**src/rtl/blkxfer_pkg.sv**
```systemverilog
package blkxfer_pkg;
  typedef enum logic [1:0] {
    MODE_DEC_AFTER  = 2'b00,
    MODE_DEC_BEFORE = 2'b01,
    MODE_INC_AFTER  = 2'b10,
    MODE_INC_BEFORE = 2'b11
  } xfer_mode_e;
endpackage

```
**src/rtl/blkxfer_popcnt.sv**
```systemverilog
module blkxfer_popcnt #(
  parameter int W  = 16,
  parameter int CW = $clog2(W + 1)
) (
  input  logic [W-1:0]  vec_i,
  output logic [CW-1:0] cnt_o
);
  always_comb begin
    cnt_o = '0;
    for (int i = 0; i < W; i++) begin
      cnt_o = cnt_o + CW'(vec_i[i]);
    end
  end
endmodule

```
**src/rtl/blkxfer_lowpick.sv**
```systemverilog
module blkxfer_lowpick #(
  parameter int W  = 16,
  parameter int IW = $clog2(W)
) (
  input  logic [W-1:0]  vec_i,
  output logic [IW-1:0] idx_o,
  output logic [W-1:0]  onehot_o
);
  always_comb begin
    idx_o = '0;
    for (int i = W - 1; i >= 0; i--) begin
      if (vec_i[i]) idx_o = IW'(i);
    end
  end

  assign onehot_o = vec_i & (~vec_i + W'(1));
endmodule

```
**src/rtl/blkxfer_addrgen.sv**
```systemverilog
module blkxfer_addrgen
  import blkxfer_pkg::*;
#(
  parameter int AW   = 32,
  parameter int CW   = 5,
  parameter int STEP = 4
) (
  input  logic [AW-1:0] base_i,
  input  xfer_mode_e    mode_i,
  input  logic [CW-1:0] cnt_i,
  output logic [AW-1:0] first_o,
  output logic [AW-1:0] final_o
);
  logic [AW-1:0] span;
  logic [AW-1:0] step_v;

  assign step_v = AW'(STEP);
  assign span   = AW'(cnt_i) * step_v;

  always_comb begin
    unique case (mode_i)
      MODE_INC_AFTER:  first_o = base_i;
      MODE_INC_BEFORE: first_o = base_i + step_v;
      MODE_DEC_AFTER:  first_o = base_i - span + step_v;
      default:         first_o = base_i - span;
    endcase
    final_o = mode_i[1] ? (base_i + span) : (base_i - span);
  end
endmodule

```
**src/rtl/blkxfer_seq.sv**
```systemverilog
module blkxfer_seq
  import blkxfer_pkg::*;
#(
  parameter int AW   = 32,
  parameter int NREG = 16,
  parameter int STEP = 4,
  localparam int IW  = $clog2(NREG),
  localparam int CW  = $clog2(NREG + 1)
) (
  input  logic            clk,
  input  logic            rst_n,
  input  logic            start_i,
  input  logic [1:0]      mode_i,
  input  logic            load_i,
  input  logic            wb_en_i,
  input  logic [NREG-1:0] mask_i,
  input  logic [AW-1:0]   base_i,
  output logic            busy_o,
  output logic            req_valid_o,
  input  logic            req_ready_i,
  output logic [AW-1:0]   req_addr_o,
  output logic [IW-1:0]   req_idx_o,
  output logic            req_load_o,
  output logic            done_o,
  output logic            wb_valid_o,
  output logic [AW-1:0]   wb_value_o
);
  // state
  logic            busy_q, busy_d;
  logic            done_q, done_d;
  logic            wbf_q, wbf_d;
  logic            load_q, load_d;
  logic [NREG-1:0] rem_q, rem_d;
  logic [AW-1:0]   addr_q, addr_d;
  logic [AW-1:0]   fin_q, fin_d;

  // enables
  logic            cmd_en;
  logic            adv_en;

  // helpers
  logic [CW-1:0]   sel_cnt;
  logic [AW-1:0]   first_addr;
  logic [AW-1:0]   final_base;
  logic [IW-1:0]   cur_idx;
  logic [NREG-1:0] cur_hot;
  logic [NREG-1:0] rem_after;

  blkxfer_popcnt #(.W(NREG), .CW(CW)) u_popcnt (
    .vec_i (mask_i),
    .cnt_o (sel_cnt)
  );

  blkxfer_addrgen #(.AW(AW), .CW(CW), .STEP(STEP)) u_addrgen (
    .base_i  (base_i),
    .mode_i  (xfer_mode_e'(mode_i)),
    .cnt_i   (sel_cnt),
    .first_o (first_addr),
    .final_o (final_base)
  );

  blkxfer_lowpick #(.W(NREG), .IW(IW)) u_lowpick (
    .vec_i    (rem_q),
    .idx_o    (cur_idx),
    .onehot_o (cur_hot)
  );

  assign cmd_en    = start_i & ~busy_q;
  assign adv_en    = busy_q & req_ready_i;
  assign rem_after = rem_q & ~cur_hot;

  // next state
  always_comb begin
    busy_d = busy_q;
    done_d = 1'b0;
    wbf_d  = wbf_q;
    load_d = load_q;
    rem_d  = rem_q;
    addr_d = addr_q;
    fin_d  = fin_q;
    if (cmd_en) begin
      busy_d = |mask_i;
      done_d = ~(|mask_i);
      wbf_d  = wb_en_i;
      load_d = load_i;
      rem_d  = mask_i;
      addr_d = first_addr;
      fin_d  = final_base;
    end else if (adv_en) begin
      rem_d  = rem_after;
      addr_d = addr_q + AW'(STEP);
      if (rem_after == '0) begin
        busy_d = 1'b0;
        done_d = 1'b1;
      end
    end
  end

  // registers
  always_ff @(posedge clk or negedge rst_n) begin
    if (!rst_n) begin
      busy_q <= 1'b0;
      done_q <= 1'b0;
      wbf_q  <= 1'b0;
      load_q <= 1'b0;
      rem_q  <= '0;
      addr_q <= '0;
      fin_q  <= '0;
    end else begin
      done_q <= done_d;
      if (cmd_en | adv_en) begin
        busy_q <= busy_d;
        rem_q  <= rem_d;
        addr_q <= addr_d;
      end
      if (cmd_en) begin
        wbf_q  <= wbf_d;
        load_q <= load_d;
        fin_q  <= fin_d;
      end
    end
  end

  assign busy_o      = busy_q;
  assign req_valid_o = busy_q;
  assign req_addr_o  = addr_q;
  assign req_idx_o   = cur_idx;
  assign req_load_o  = load_q;
  assign done_o      = done_q;
  assign wb_valid_o  = done_q & wbf_q;
  assign wb_value_o  = fin_q;
endmodule

```
**config.mk**
```make
export PLATFORM = sky130hd
export DESIGN_NAME = blkxfer_seq
export DESIGN_NICKNAME = d
export VERILOG_FILES = /design/src/rtl/blkxfer_pkg.sv /design/src/rtl/blkxfer_popcnt.sv /design/src/rtl/blkxfer_lowpick.sv /design/src/rtl/blkxfer_addrgen.sv /design/src/rtl/blkxfer_seq.sv
export SDC_FILE = /design/constraint.sdc
export NUM_CORES = 1
export LEC_CHECK = 0
export ABC_CLOCK_PERIOD_IN_PS = 5200
export BUFFER_PORTS_ARGS = -buffer_cell sky130_fd_sc_hd__buf_2
export CORE_UTILIZATION = 52
export CTS_BUF_LIST = sky130_fd_sc_hd__clkbuf_8
export DETAILED_ROUTE_END_ITERATION = 10
export PLACE_DENSITY = 0.8
export SETUP_SLACK_MARGIN = 0.1
export SLEW_MARGIN = 10
export SYNTH_ARGS = -nofsm -noshare
export SYNTH_HDL_FRONTEND = slang
export SYNTH_SLANG_ARGS = --single-unit
```
**constraint.sdc**
```tcl
create_clock -name clk -period 5.2 [get_ports clk]
set_clock_uncertainty 0.2 [all_clocks]
set_input_delay 0.52 -clock clk [delete_from_list [all_inputs] [get_ports clk]]
set_output_delay 0.52 -clock clk [all_outputs]
set_load 0.01 [all_outputs]
```
==> flow_summary.html, run 1 <==
<table>
<tr><th>Metric</th><th>Value</th></tr>
<tr><th colspan="2">Status</th></tr>
<tr><td>Outcome</td><td>complete, but fails checks</td></tr>
<tr><td>Failing checks</td><td>max-capacitance violations, max-slew violations, negative setup slack</td></tr>
<tr><th colspan="2">Worst setup path</th></tr>
<tr><td>Arrival time at the worst endpoint</td><td>7.18 ns</td></tr>
<tr><td>Count of cells along the worst register-to-register path</td><td>7</td></tr>
<tr><td>Capture point of the worst reg-to-reg path</td><td>req_addr_o[23]</td></tr>
<tr><td>Biggest fanout along the worst timing path</td><td>5</td></tr>
<tr><td>Critical Path Start Type</td><td>primary input</td></tr>
<tr><td>Critical path type</td><td>in2reg</td></tr>
<tr><td>Startpoint of the worst setup timing path</td><td>mask_i[0]</td></tr>
<tr><td>Type of destination of the critical path</td><td>register</td></tr>
<tr><td>Crit path capture</td><td>req_addr_o[9]</td></tr>
<tr><td>Setup slack on the worst flop-to-flop path</td><td>2.17 ns</td></tr>
<tr><td>Req. time, crit path</td><td>5.25 ns</td></tr>
<tr><td>Worst reg2reg path startpoint</td><td>busy_o</td></tr>
<tr><th colspan="2">Power and ir drop</th></tr>
<tr><td>Worst VDD drop</td><td>831 uV</td></tr>
<tr><td>Overall power consumption</td><td>0.00612 W</td></tr>
<tr><td>Leakage Power</td><td>4.86 nW</td></tr>
<tr><td>Power density cells</td><td>533 mW/mm^2</td></tr>
<tr><th colspan="2">Timing</th></tr>
<tr><td>Sum Neg Setup Slack</td><td>-66.08 ns</td></tr>
<tr><td>Worst Hold Margin</td><td>0.118 ns</td></tr>
<tr><td>Slew margin rel.</td><td>-0.0256</td></tr>
<tr><td>PnR worst setup slack</td><td>-1.93 ns</td></tr>
<tr><td>Transition time at the pin with the least slew margin</td><td>1.53 ns</td></tr>
<tr><td>Final critical-path share of the clock period</td><td>1.37</td></tr>
<tr><td>Final setup violation count</td><td>56</td></tr>
<tr><td>Endpoints failing hold</td><td>0</td></tr>
<tr><td>Final worst path period need</td><td>7.13 ns</td></tr>
<tr><td>Peak clock frequency supported by timing</td><td>0.140 GHz</td></tr>
<tr><td>Final max-slew violation count</td><td>17</td></tr>
<tr><td>Unrepaired setup endpoints after global routing</td><td>true</td></tr>
<tr><th colspan="2">Finish</th></tr>
<tr><td>Final core utilization</td><td>0.778</td></tr>
<tr><td>Net count reported at finish</td><td>1,380</td></tr>
<tr><td>Final antenna diode count</td><td>0</td></tr>
<tr><td>Area added between synthesis and finish</td><td>43.5%</td></tr>
<tr><td>Share of post-route cells with drive strength above 1</td><td>0.396</td></tr>
<tr><th colspan="2">GRT</th></tr>
<tr><td>Overflow left after global routing</td><td>0</td></tr>
<tr><td>Antenna violations before repair</td><td>0</td></tr>
<tr><td>Wire length of the first global-routing pass</td><td>45.3 mm</td></tr>
<tr><td>Global router's overall resource usage</td><td>0.362</td></tr>
<tr><td>Largest net degree at the start of global routing</td><td>75</td></tr>
<tr><td>Vias in the first global route</td><td>8,994</td></tr>
<tr><th colspan="2">Detailed routing</th></tr>
<tr><td>Routed via count</td><td>9,842</td></tr>
<tr><td>Routed via count divided by cell count</td><td>6.66</td></tr>
<tr><td>Total wire length</td><td>33.1 mm</td></tr>
<tr><td>Number of iterations in the first detailed-routing pass</td><td>6</td></tr>
<tr><td>Remaining antenna violation count</td><td>0</td></tr>
<tr><td>Number of DRC markers after the initial detailed-route iteration</td><td>1,486</td></tr>
<tr><td>Routed length per placed instance</td><td>22.4 um</td></tr>
<tr><td>Final routed DRC violation total</td><td>0</td></tr>
<tr><th colspan="2">Logic synthesis</th></tr>
<tr><td>Part of the Yosys area used for sequential elements</td><td>0.263</td></tr>
<tr><td>Average instance area after synthesis</td><td>7.68 sq um</td></tr>
<tr><td>Net count after synthesis</td><td>1,132</td></tr>
<tr><td>Commonest cells in the netlist</td><td>125 x nand2_1, 89 x nor2_1, 84 x dfrtp_1, 82 x o21ai_0, 78 x a21oi_1</td></tr>
<tr><td>Primary flip-flop cell chosen by synthesis mapping</td><td>dfrtp_1</td></tr>
<tr><td>Leading area contributor after synthesis</td><td>dfrtp_1</td></tr>
<tr><td>Fraction of post-synthesis cell area in the top cell type by area</td><td>0.263</td></tr>
<tr><td>Leading cell type by number of instances after synthesis</td><td>nand2_1</td></tr>
<tr><td>Synthesized cell area</td><td>0.00799 sq mm</td></tr>
<tr><td>Cells taking the most area after synthesis</td><td>dfrtp_1 26%, xnor2_1 6.6%, nand2_1 5.9%</td></tr>
<tr><td>YS warnings</td><td>0</td></tr>
<tr><td>Count of unique library cells instantiated by Yosys</td><td>81</td></tr>
<tr><td>Number of flops mapped to enable cells by yosys</td><td>0</td></tr>
<tr><td>Gate count of the mapped netlist</td><td>1,041</td></tr>
<tr><td>Flops &amp; latches, synth</td><td>84</td></tr>
<tr><td>Async set-or-reset flop fraction in the synthesized netlist</td><td>1.00</td></tr>
<tr><th colspan="2">Clock tree</th></tr>
<tr><td>Bufs on Longest Clock Path</td><td>2</td></tr>
<tr><td>Clock sink count</td><td>84</td></tr>
<tr><td>Worst-path clk slew</td><td>0.10 ns</td></tr>
<tr><td>CTS tree</td><td>built</td></tr>
<tr><td>Htree depth</td><td>3</td></tr>
<tr><td>Clock latency at the later pin of the worst-skew pair</td><td>0.41 ns</td></tr>
<tr><td>Inserted Clock Buffers</td><td>9</td></tr>
<tr><td>Root buffer selected by CTS</td><td>clkbuf_8</td></tr>
<tr><th colspan="2">Place</th></tr>
<tr><td>Port bufs</td><td>128</td></tr>
<tr><td>GPL Wtd Cong</td><td>0.963</td></tr>
<tr><td>Final HPWL DP</td><td>20.0 mm</td></tr>
<tr><th colspan="2">Floorplan</th></tr>
<tr><td>Core region area</td><td>0.0148 sq mm</td></tr>
<tr><td>Number of I/O pins</td><td>129</td></tr>
<tr><td>Site row count</td><td>44</td></tr>
<tr><td>Die Ht</td><td>126 um</td></tr>
<tr><td>Starting Density</td><td>0.542</td></tr>
<tr><td>Die area</td><td>0.0159 sq mm</td></tr>
<tr><td>Horizontal die dimension</td><td>126 um</td></tr>
<tr><th colspan="2">Worst hold path</th></tr>
<tr><td>Path category of the worst min-delay check</td><td>in2reg</td></tr>
<tr><th colspan="2">Job</th></tr>
<tr><td>Max-cap violations</td><td>1</td></tr>
</table>
## layer usage
layer	track usage	vias up	wire [um]
li1	-	4219	-
met1	0.443	4608	11900
met2	0.596	767	15300
met3	0.0714	248	3330
met4	0.210	0	2580
met5	0	-	0
## how the worst min path moves through the flow
stage                        from      to  slack [ns]  cells after the start
final                     wb_en_i   wbf_q        0.12                      3
after global routing      wb_en_i   wbf_q        0.13                      3
after CTS                 wb_en_i   wbf_q        0.12                      3
after detailed placement    wbf_q   wbf_q        0.26                      2
after global placement      wbf_q   wbf_q        0.25                      2
after floorplan             rst_n  busy_o        0.02                      0
## cell type report
cell class / count / area [sq um]
multi-input cells: 840 / 6540
fillers: 935 / 3280
repair buffers: 309 / 2210
flip-flops and latches: 84 / 2100
well taps: 184 / 230
inverters: 45 / 194
clock buffers: 10 / 138
clock inverters: 6 / 63.8
## worst max-delay path, stage by stage
cell,delay [ns]
buf_12,0.09
inv_12,0.03
ha_4,0.25
inv_2,0.03
fa_1,0.51
fa_1,0.45
fa_2,0.58
fa_1,0.46
fa_2,0.42
nor2b_4,0.16
o21ai_2,0.10
nand2b_1,0.16
xor2_2,0.32
buf_4,0.21
ha_4,0.22
buf_8,0.15
buf_4,0.13
a211oi_1,0.32
a211oi_2,0.16
a2111oi_4,0.47
buf_4,0.20
buf_6,0.10
nor3b_4,0.17
xnor2_1,0.11
a222oi_1,0.69
o21ai_1,0.17
## metrics by stage
stage,std cells,area [sq um],worst slack [ns]
floorplan,1041,8140,-1.64
global route,1478,11500,-2.07
CTS,1459,10800,-1.34
global placement,1418,9750,-1.87
detailed placement,1418,9750,-2.05
finish,1478,11500,-1.93
## state kept, by name, summed over array words and instances (netlist names)
register,cells
req_addr_o,32
req_load_o,1
wb_value_o,32
wbf_q,1
busy_o,1
done_o,1
rem_q,16
## where the power goes
part | leakage, nW | switching (W) | total, W | internal (W)
sequential | 1.02 | 0.000296 | 0.00124 | 0.000946
combinational | 3.73 | 0.00232 | 0.00434 | 0.00203
clock | 0.109 | 0.000293 | 0.000530 | 0.000237
total | 4.86 | 0.00291 | 0.00612 | 0.00321
## layout by cell type, fill, tap and decap left out, types with 6 or more instances in the layout
cell type / instances
buf_4: 135
buf_2: 125
nand2_1: 117
dfrtp_1: 84
nor2_1: 70
a21oi_1: 66
o21ai_0: 53
xnor2_1: 47
xor2_1: 44
buf_6: 44
inv_1: 36
o21ai_1: 28
nand3_1: 25
nor3_1: 20
a31oi_1: 15
nand4_1: 15
and3_1: 15
ha_1: 14
a21oi_2: 11
nor4_1: 11
xnor2_2: 11
and2_1: 10
nor2_4: 10
a211oi_2: 10
clkbuf_8: 10
nor2_2: 9
nor3_4: 9
fa_1: 8
ha_4: 8
o21bai_1: 7
or3_1: 7
o311ai_0: 7
nor4_2: 7
o21ai_2: 6
nand2b_1: 6
o211ai_1: 6
## repair_timing
item	in CTS	in global routing
gates resized for setup	130	133
setup endpoints to repair	57	57
endpoints found under the hold margin	26	0
gates cloned	1	0
setup buffers	24	29
hold buffers	1	0
pin swaps	54	63
## cell families (layout without fill, tap and decap cells)
group	after synthesis	after routing	synth area share
simple gates	407	407	0.260
compound gates	282	283	0.225
buf+inv	118	370	0.0598
xor+xnor	108	108	0.118
flops	84	84	0.263
fa+ha+maj	36	36	0.0673
mux	6	6	0.00751
Power figures use the tool's default switching activity.
==> run 2, diff against run 1 <==
- GPL_TIMING_DRIVEN: unset -> 0
- PLACE_DENSITY: 0.8 -> 0.74
==> run 2 against run 1 <==
Net effect:
- the run ends with negative setup slack left
- flip-flop and latch count is the same
- critical path depth shrank 3
- die area is the same
- combinational power shrank 6.2%
- clock-buffer cell count shrank 1
- sequential share of layout area grew 0.81 points
- final cell count shrank 2.1%
==> flow_summary.html, run 2 (synthesis results as in run 1) <==
<table>
<tr><th>Metric</th><th>Value</th></tr>
<tr><th colspan="2">Status</th></tr>
<tr><td>Outcome</td><td>complete, but fails checks</td></tr>
<tr><td>Failing checks</td><td>negative setup slack</td></tr>
<tr><th colspan="2">Clock tree</th></tr>
<tr><td>Inserted Clock Buffers</td><td>9</td></tr>
<tr><td>Clock sink count</td><td>84</td></tr>
<tr><td>Bufs on Longest Clock Path</td><td>2</td></tr>
<tr><td>CTS tree</td><td>built</td></tr>
<tr><td>Clock latency at the later pin of the worst-skew pair</td><td>0.39 ns</td></tr>
<tr><td>Root buffer selected by CTS</td><td>clkbuf_8</td></tr>
<tr><td>Worst-path clk slew</td><td>0.10 ns</td></tr>
<tr><td>Htree depth</td><td>3</td></tr>
<tr><th colspan="2">Floorplan</th></tr>
<tr><td>Horizontal die dimension</td><td>126 um</td></tr>
<tr><td>Die area</td><td>0.0159 sq mm</td></tr>
<tr><td>Core region area</td><td>0.0148 sq mm</td></tr>
<tr><td>Site row count</td><td>44</td></tr>
<tr><td>Number of I/O pins</td><td>129</td></tr>
<tr><td>Die Ht</td><td>126 um</td></tr>
<tr><td>Starting Density</td><td>0.542</td></tr>
<tr><th colspan="2">GRT</th></tr>
<tr><td>Antenna violations before repair</td><td>0</td></tr>
<tr><td>Largest net degree at the start of global routing</td><td>63</td></tr>
<tr><td>Overflow left after global routing</td><td>0</td></tr>
<tr><td>Wire length of the first global-routing pass</td><td>46.0 mm</td></tr>
<tr><td>Vias in the first global route</td><td>8,713</td></tr>
<tr><td>Global router's overall resource usage</td><td>0.374</td></tr>
<tr><th colspan="2">Detailed routing</th></tr>
<tr><td>Met1 wire length</td><td>12.5 mm</td></tr>
<tr><td>Remaining antenna violation count</td><td>0</td></tr>
<tr><td>Final routed DRC violation total</td><td>0</td></tr>
<tr><td>Routed length per placed instance</td><td>22.1 um</td></tr>
<tr><td>Number of DRC markers after the initial detailed-route iteration</td><td>1,051</td></tr>
<tr><td>Routed via count divided by cell count</td><td>6.54</td></tr>
<tr><td>Total length of routed met3 wires</td><td>3.18 mm</td></tr>
<tr><td>Total wire length</td><td>31.9 mm</td></tr>
<tr><td>Number of iterations in the first detailed-routing pass</td><td>6</td></tr>
<tr><td>Highest metal layer with signal wires</td><td>met4</td></tr>
<tr><td>Metal2 WL</td><td>14.7 mm</td></tr>
<tr><td>Routed via count</td><td>9,470</td></tr>
<tr><th colspan="2">Power and ir drop</th></tr>
<tr><td>Power density cells</td><td>529 mW/mm^2</td></tr>
<tr><td>Worst VDD drop</td><td>819 uV</td></tr>
<tr><td>Internal Power</td><td>0.00307 W</td></tr>
<tr><td>Clock power share</td><td>0.088</td></tr>
<tr><td>Register share of total power</td><td>0.212</td></tr>
<tr><td>Leakage Power</td><td>4.46 nW</td></tr>
<tr><td>Comb pwr share</td><td>0.700</td></tr>
<tr><td>P_sw</td><td>0.00275 W</td></tr>
<tr><td>Net Sw Frac</td><td>0.472</td></tr>
<tr><td>Overall power consumption</td><td>0.00581 W</td></tr>
<tr><th colspan="2">Timing</th></tr>
<tr><td>PnR worst setup slack</td><td>-1.66 ns</td></tr>
<tr><td>Slew margin rel.</td><td>0.240</td></tr>
<tr><td>Endpoints failing hold</td><td>0</td></tr>
<tr><td>Final max-slew violation count</td><td>0</td></tr>
<tr><td>Final setup violation count</td><td>56</td></tr>
<tr><td>Unrepaired setup endpoints after global routing</td><td>true</td></tr>
<tr><td>Final critical-path share of the clock period</td><td>1.32</td></tr>
<tr><td>Final worst path period need</td><td>6.86 ns</td></tr>
<tr><td>Worst Hold Margin</td><td>0.122 ns</td></tr>
<tr><td>Peak clock frequency supported by timing</td><td>0.146 GHz</td></tr>
<tr><td>Transition time at the pin with the least slew margin</td><td>1.13 ns</td></tr>
<tr><th colspan="2">Worst setup path</th></tr>
<tr><td>Cells along the critical path</td><td>buf_12, inv_12, ha_4, inv_2, fa_1, fa_1, fa_1, fa_1, fa_2, fa_2, xnor2_4, inv_1, ha_2, nor2b_1, o21bai_2, nand3_1, xnor2_2, nand3_4, buf_4, or4b_1, xnor2_1, a211oi_2, nor2_1</td></tr>
<tr><td>Capture point of the worst reg-to-reg path</td><td>done_o</td></tr>
<tr><td>Setup slack on the worst flop-to-flop path</td><td>2.00 ns</td></tr>
<tr><td>CP Buf/Inv Count</td><td>5</td></tr>
<tr><td>Largest incremental delay on the critical path</td><td>0.53 ns</td></tr>
<tr><td>Critical path type</td><td>in2reg</td></tr>
<tr><td>Cell with the largest stage delay on the worst path</td><td>fa_1</td></tr>
<tr><td>Req. time, crit path</td><td>5.28 ns</td></tr>
<tr><td>Largest delay share family, worst path</td><td>adder cells</td></tr>
<tr><td>Startpoint of the worst setup timing path</td><td>mask_i[0]</td></tr>
<tr><td>Critical Path Start Type</td><td>primary input</td></tr>
<tr><td>Type of destination of the critical path</td><td>register</td></tr>
<tr><td>Count of cells along the worst register-to-register path</td><td>5</td></tr>
<tr><td>Worst reg2reg path startpoint</td><td>busy_o</td></tr>
<tr><td>Biggest fanout along the worst timing path</td><td>8</td></tr>
<tr><td>Worst path most repeated cell</td><td>fa_1</td></tr>
<tr><td>Arrival time at the worst endpoint</td><td>6.94 ns</td></tr>
<tr><th colspan="2">Place</th></tr>
<tr><td>GPL Wtd Cong</td><td>0.987</td></tr>
<tr><td>Final HPWL DP</td><td>21.3 mm</td></tr>
<tr><td>Port bufs</td><td>116</td></tr>
<tr><td>Placed instance count</td><td>1,342</td></tr>
<tr><th colspan="2">Finish</th></tr>
<tr><td>Net count reported at finish</td><td>1,349</td></tr>
<tr><td>Share of post-route cells with drive strength above 1</td><td>0.320</td></tr>
<tr><td>Area added between synthesis and finish</td><td>37.5%</td></tr>
<tr><td>Post-route insts no fill</td><td>1,447</td></tr>
<tr><td>Most common cell after layout, fill and taps aside</td><td>buf_2</td></tr>
<tr><td>Fill cells</td><td>1,112</td></tr>
<tr><td>Final antenna diode count</td><td>0</td></tr>
<tr><td>Commonest cells after routing, fill and taps aside</td><td>119 x buf_2, 114 x nand2_1, 84 x dfrtp_1</td></tr>
<tr><th colspan="2">Worst hold path</th></tr>
<tr><td>Launch instance of the worst min-delay path</td><td>load_i</td></tr>
<tr><td>Worst hold stages</td><td>3</td></tr>
<tr><td>Hold EP</td><td>req_load_o</td></tr>
<tr><td>Path category of the worst min-delay check</td><td>in2reg</td></tr>
<tr><th colspan="2">Job</th></tr>
<tr><td>Max-cap violations</td><td>0</td></tr>
</table>
==> run 2: changes by cell type in the layout (fill, tap and decap cells not counted), sizes merged <==
cell / before / now
buf: 308 / 222
clkbuf: 10 / 65
clkinv: 4 / 2
clkinvlp: 0 / 2
a2111oi: 5 / 4
inv: 46 / 47
==> run 2: how the worst max path moves through the flow <==
stage                           endpoint  slack (ns)  cells after the start
after floorplan           req_addr_o[14]       -1.64                     21
after global placement    req_addr_o[27]       -2.70                     23
after detailed placement  req_addr_o[27]       -2.71                     23
after CTS                 req_addr_o[26]       -1.45                     24
after global routing      req_addr_o[14]       -1.84                     27
final                     req_addr_o[14]       -1.66                     23
==> run 2: cell type report <==
| class | count | area [sq um] | area share |
|---|---|---|---|
| Timing Repair Buffer | 206 | 1470 | 0.134 |
| Buffer | 73 | 329 | 0.0299 |
| Tap cell | 184 | 230 | 0.0210 |
| Clock inverter | 7 | 73.8 | 0.00672 |
| Inverter | 45 | 191 | 0.0174 |
| Multi-Input combinational cell | 839 | 6470 | 0.589 |
| Clock buffer | 9 | 124 | 0.0113 |
| Sequential cell | 84 | 2100 | 0.191 |
==> run 2: metrics by stage <==
stage,cell area (sq um),setup WS [ns],TNS (ns),util
after detailed placement,8980,-2.71,-102.28,0.609
after global routing,11000,-1.84,-63.67,0.745
after floorplan,8140,-1.64,-49.74,-
after CTS,10100,-1.45,-45.17,0.686
final,11000,-1.66,-54.85,0.745
after global placement,8950,-2.70,-99.93,0.607
==> run 2: routing by layer <==
layer  up-vias  global-route usage
li1       4152                   -
met1      4540               0.490
met2       635               0.585
met3       143              0.0786
met4         0               0.188
met5         -                   0
==> run 2: tightest hold or removal path, delay by kind of cell <==
| family | cells | cell delay (ns) |
|---|---|---|
| AND/OR/NAND/NOR | 2 | 0.09 |
| buffers and inverters | 1 | 0.08 |
==> run 2: power by group through the flow <==
stage               clock network (W)  logic, W  registers [W]
floorplan                           0   0.00172        0.00129
global placement                    0   0.00260        0.00122
detailed placement                  0   0.00263        0.00122
CTS                          0.000511   0.00332        0.00121
global route                 0.000540   0.00433        0.00126
finish                       0.000513   0.00407        0.00123
==> run 2: timing repair <==
| action | 4_1_cts | 5_1_grt |
|---|---|---|
| endpoints found under the setup margin | 56 | 58 |
| hold buffers | 1 | 0 |
| hold endpoints to repair | 22 | 0 |
| cloned | 0 | 0 |
| resized for setup | 132 | 125 |
| pin swaps | 57 | 62 |
| setup buffers | 42 | 46 |
